**src/rtl/clkmgr_chain_rstseq.sv**
```systemverilog
module clkmgr_chain_rstseq #(
  parameter int HOLD_CYCLES   = 1024,
  parameter int SETTLE_CYCLES = 256,
  parameter int LOCK_TIMEOUT  = 4096
) (
  input  logic clk,
  input  logic rst_n,
  input  logic cfg_done,
  input  logic lock_a,
  input  logic lock_b,
  output logic rst_a,
  output logic rst_b,
  output logic sys_ready
);

  localparam int MAX_AB = (HOLD_CYCLES > SETTLE_CYCLES) ? HOLD_CYCLES : SETTLE_CYCLES;
  localparam int MAX_C  = (MAX_AB > LOCK_TIMEOUT) ? MAX_AB : LOCK_TIMEOUT;
  localparam int CW     = $clog2(MAX_C + 1);
  localparam logic [CW-1:0] HOLD_LAST   = CW'(HOLD_CYCLES - 1);
  localparam logic [CW-1:0] SETTLE_LAST = CW'(SETTLE_CYCLES - 1);
  localparam logic [CW-1:0] TO_LAST     = CW'(LOCK_TIMEOUT - 1);

  typedef enum logic [2:0] {
    S_IDLE, S_HOLD, S_WAIT_A, S_SETTLE, S_WAIT_B, S_READY
  } seq_t;

  seq_t          st, st_nx;
  logic [CW-1:0] cnt;
  logic [1:0]    sync_a, sync_b;
  logic          la, lb;

  assign la = sync_a[1];
  assign lb = sync_b[1];

  always_ff @(posedge clk or negedge rst_n) begin
    if (!rst_n) begin
      sync_a <= '0;
      sync_b <= '0;
    end else begin
      sync_a <= {sync_a[0], lock_a};
      sync_b <= {sync_b[0], lock_b};
    end
  end

  always_comb begin
    st_nx = st;
    unique case (st)
      S_IDLE:   if (cfg_done) st_nx = S_HOLD;
      S_HOLD:   if (cnt == HOLD_LAST) st_nx = S_WAIT_A;
      S_WAIT_A: begin
        if (la) st_nx = S_SETTLE;
        else if (cnt == TO_LAST) st_nx = S_HOLD;
      end
      S_SETTLE: begin
        if (!la) st_nx = S_HOLD;
        else if (cnt == SETTLE_LAST) st_nx = S_WAIT_B;
      end
      S_WAIT_B: begin
        if (!la) st_nx = S_HOLD;
        else if (lb) st_nx = S_READY;
        else if (cnt == TO_LAST) st_nx = S_HOLD;
      end
      S_READY:  if (!la || !lb) st_nx = S_HOLD;
      default:  st_nx = S_IDLE;
    endcase
  end

  always_ff @(posedge clk or negedge rst_n) begin
    if (!rst_n) begin
      st  <= S_IDLE;
      cnt <= '0;
    end else begin
      st <= st_nx;
      if (st_nx != st || st == S_IDLE || st == S_READY) cnt <= '0;
      else cnt <= cnt + 1'b1;
    end
  end

  assign rst_a     = (st == S_IDLE) || (st == S_HOLD);
  assign rst_b     = !((st == S_WAIT_B) || (st == S_READY));
  assign sys_ready = (st == S_READY);

endmodule

```
**config.mk**
```make
export PLATFORM = sky130hd
export DESIGN_NAME = clkmgr_chain_rstseq
export DESIGN_NICKNAME = d
export VERILOG_FILES = /design/src/rtl/clkmgr_chain_rstseq.sv
export SDC_FILE = /design/constraint.sdc
export NUM_CORES = 1
export LEC_CHECK = 0
export BUFFER_PORTS_ARGS = -buffer_cell sky130_fd_sc_hd__buf_2
export CORE_MARGIN = 3
export CORE_UTILIZATION = 50
export DETAILED_ROUTE_END_ITERATION = 6
export PLACE_DENSITY = 0.68
export SLEW_MARGIN = 20
export SYNTH_ARGS = -nofsm -noshare
export SYNTH_HDL_FRONTEND = slang
export SYNTH_SLANG_ARGS = --single-unit
```
**constraint.sdc**
```tcl
create_clock -name clk -period 5.7 [get_ports clk]
set_clock_uncertainty 0.05 [all_clocks]
set_input_delay 0.57 -clock clk [delete_from_list [all_inputs] [get_ports clk]]
set_output_delay 0.57 -clock clk [all_outputs]
set_load 0.02 [all_outputs]
```
==> results.py <==
metrics = {
    "outcome": {
        "outcome": "complete, no violations",
    },
    "finish": {
        "syn2layout_area_growth_pct": 7.735,
        "drive_gt1_share_pct": 18.64,
        "mostFrequentLayoutCells": "dfrtp_1, nor3_1, nor2_1, a21oi_1, xnor2_1",
        "insertedDiodeCount": 0,
        "fin_nets": 125,
        "n_fill_cell": 181,
        "final_common_cell": "dfrtp_1",
    },
    "critical_path": {
        "path_class": "reg -> reg",
        "r2r_slack_ns": 3.39,
        "r2r-end": "cnt[2]",
        "worstPathArrival_ns": 2.43,
        "cp_slowest_cell": "a311oi_4",
        "critPathMaxStageDelay_ns": 0.64,
        "worst-path-buf-inv": 0,
        "critPathCaptureType": "flip-flop",
        "rr_startpoint": "st[2]",
        "reg2reg_depth": 4,
        "crit_family": "compound AO/OA/AOI/OAI gates",
        "startpoint_type": "flip-flop",
        "required_ns": 5.82,
        "cp_max_fo": 13,
        "path_cells": "nor4_1 > a211oi_1 > a311oi_4 > nor3_1",
    },
    "sta": {
        "drv_slew": 0,
        "relSlewSlack_pct": 56.90,
        "finalHoldViolCount": 0,
        "min_period_ns": 2.313,
        "rsz0062_at_grt": "false",
        "worst_pin_slew_ns": 0.6406,
        "fmax_ghz": 0.4323,
        "fin_tns_setup_ns": 0,
        "period_share_pct": 40.58,
        "setup_viol": 0,
    },
    "floorplanning": {
        "ios": 8,
        "start_util_pct": 54.66,
        "dieArea_sq_um": 2835,
        "die_h_um": 53.25,
        "die_w_um": 53.25,
        "core_sq_um": 2042,
        "row_count": 16,
    },
    "clock_network": {
        "clkLatencyLatePin_ns": 0.30,
        "cts-buffers-inserted": 3,
        "cts_tree": "built",
        "root_buffer": "clkbuf_4",
        "htree_levels": 1,
        "clkTransAtPathRegs_ns": 0.12,
        "hold_buffers": 0,
        "cts_resized": 0,
        "post_cts_buffers": 0,
        "numClockSinks": 20,
        "clock_path_buffers": 2,
    },
    "pwr": {
        "switching_share_pct": 30.85,
        "p_comb_share_pct": 18.4,
        "power-per-cell-area_nw_per_um2": 285.5,
        "power.sequential.fraction_pct": 57.4,
        "p_sw_w": 0.0001059,
        "ir_drop_mv": 0.1804,
        "clkPwrFrac_pct": 24.2,
        "power.internal_w": 0.0002374,
        "leakage_nw": 0.4969,
        "power.total_w": 0.0003433,
    },
    "yosys": {
        "synth.distinct_cells": 37,
        "synth_seq_cells": 20,
        "synthesis.area_sq_um": 1116,
        "synth_edf_count": 0,
        "synth.net_count": 116,
        "synthCells": 110,
        "avgSynthCellArea_sq_um": 10.15,
        "ys_seq_area_share_pct": 44.84,
        "synthFlopType": "dfrtp_1",
        "ys_warn_count": 0,
        "ys_async_sr_fraction_pct": 100.0,
    },
    "route": {
        "dr.pass1.iters": 4,
        "ant_nets": 0,
        "vias": 833,
        "via_per_inst": 5.745,
        "route.detailed.drc": 0,
        "drt_iter0_drc": 16,
        "finalWirelength_mm": 1.989,
        "wl_per_cell_um": 13.72,
    },
    "placed_design": {
        "numPortBuffers": 7,
        "place_hpwl_mm": 1.447,
        "gp_congestion": 0.7901,
    },
    "global_route": {
        "grt_pass1_vias": 770,
        "antenna_found_initial": 0,
        "grt-ovfl-total": 0,
        "gr-usage-all-layers_pct": 16.78,
        "grt_pass1_wl_mm": 3.394,
        "grt_max_degree": 21,
    },
    "min_path": {
        "hold_path_class": "in -> async",
    },
    "job": {
        "maxCapViolCount": 0,
    },
}
cells in the mapped netlist (2+ instances only):
master	instances	share of area, %
a21oi_1	8	3.6
buf_2	3	1.3
dfrtp_1	20	45
inv_1	5	1.7
nand2_1	6	2.0
nand2b_1	2	1.1
nand3_1	3	1.3
nand4_1	4	2.2
nor2_1	8	2.7
nor2b_1	2	1.1
nor3_1	11	4.9
nor3_2	2	1.8
nor4_1	2	1.1
o21ai_0	2	0.90
xnor2_1	8	6.3
xor2_1	3	2.4
metrics by stage:
stage | setup WS, ns | cells | utilization (%) | hold slack [ns] | instance area [sq um]
floorplan | 3.774 | 110 | - | 0.2244 | 1116
global placement | 3.402 | 140 | 56.74 | 0.2901 | 1159
detailed placement | 3.316 | 140 | 56.74 | 0.2905 | 1159
CTS | 3.304 | 144 | 58.52 | 0.1490 | 1195
global route | 3.148 | 145 | 58.88 | 0.1527 | 1202
finish | 3.387 | 145 | 58.88 | 0.1408 | 1202
cells by family (layout without fill, tap and decap cells):
kind of cell,count (synthesis),in the layout,share of synthesized area (%)
and+or+nand+nor,50,50,28.48
DFF,20,20,44.84
xor gates and xnor gates,11,11,8.633
AOI/OAI and AO/OA,19,19,12.89
buffers and inverters,9,17,4.036
adders and majority gates,1,1,1.121
worst reg2reg max path: stages, from the launching register on:
cell      delay (ns)
dfrtp_1         0.48
nor4_1          0.62
a211oi_1        0.22
a311oi_4        0.64
nor3_1          0.16
power groups by stage:
stage	clock [W]	sequential, W	combinational (W)
2_1_floorplan	0	0.000195	0.0000513
3_3_place_gp	0	0.000199	0.0000626
3_5_place_dp	0	0.000199	0.0000651
4_1_cts	0.0000859	0.000197	0.0000646
5_1_grt	0.0000909	0.000202	0.0000731
6_report	0.0000829	0.000197	0.0000632
layout make-up:
| type | count | area (sq um) | area share, % |
|---|---|---|---|
| Multi-Input combinational cell | 81 | 570.5 | 47.45 |
| Sequential cell | 20 | 500.5 | 41.62 |
| Timing Repair Buffer | 8 | 42.54 | 3.538 |
| Clock buffer | 4 | 36.28 | 3.018 |
| Tap cell | 27 | 33.78 | 2.810 |
| Inverter | 5 | 18.77 | 1.561 |
flip-flops by register name, indices dropped and copies added, names as in the netlist:
name	flops
sync_a	2
cnt	13
st	3
sync_b	2
worst max-delay path by stage:
stage,to,cells past startpoint,startpoint
2_1_floorplan,cnt[10],7,cnt[0]
3_3_place_gp,cnt[2],6,cnt[0]
3_5_place_dp,cnt[2],6,cnt[0]
4_1_cts,cnt[2],6,cnt[0]
5_1_grt,cnt[9],4,st[2]
6_report,cnt[2],4,st[2]
routing by layer:
layer	wire (um)	GRT usage (%)
met4	42	7.234
met1	955	22.83
met5	0	0
met3	100	3.944
met2	890	25.10
Power figures use the tool's default switching activity.
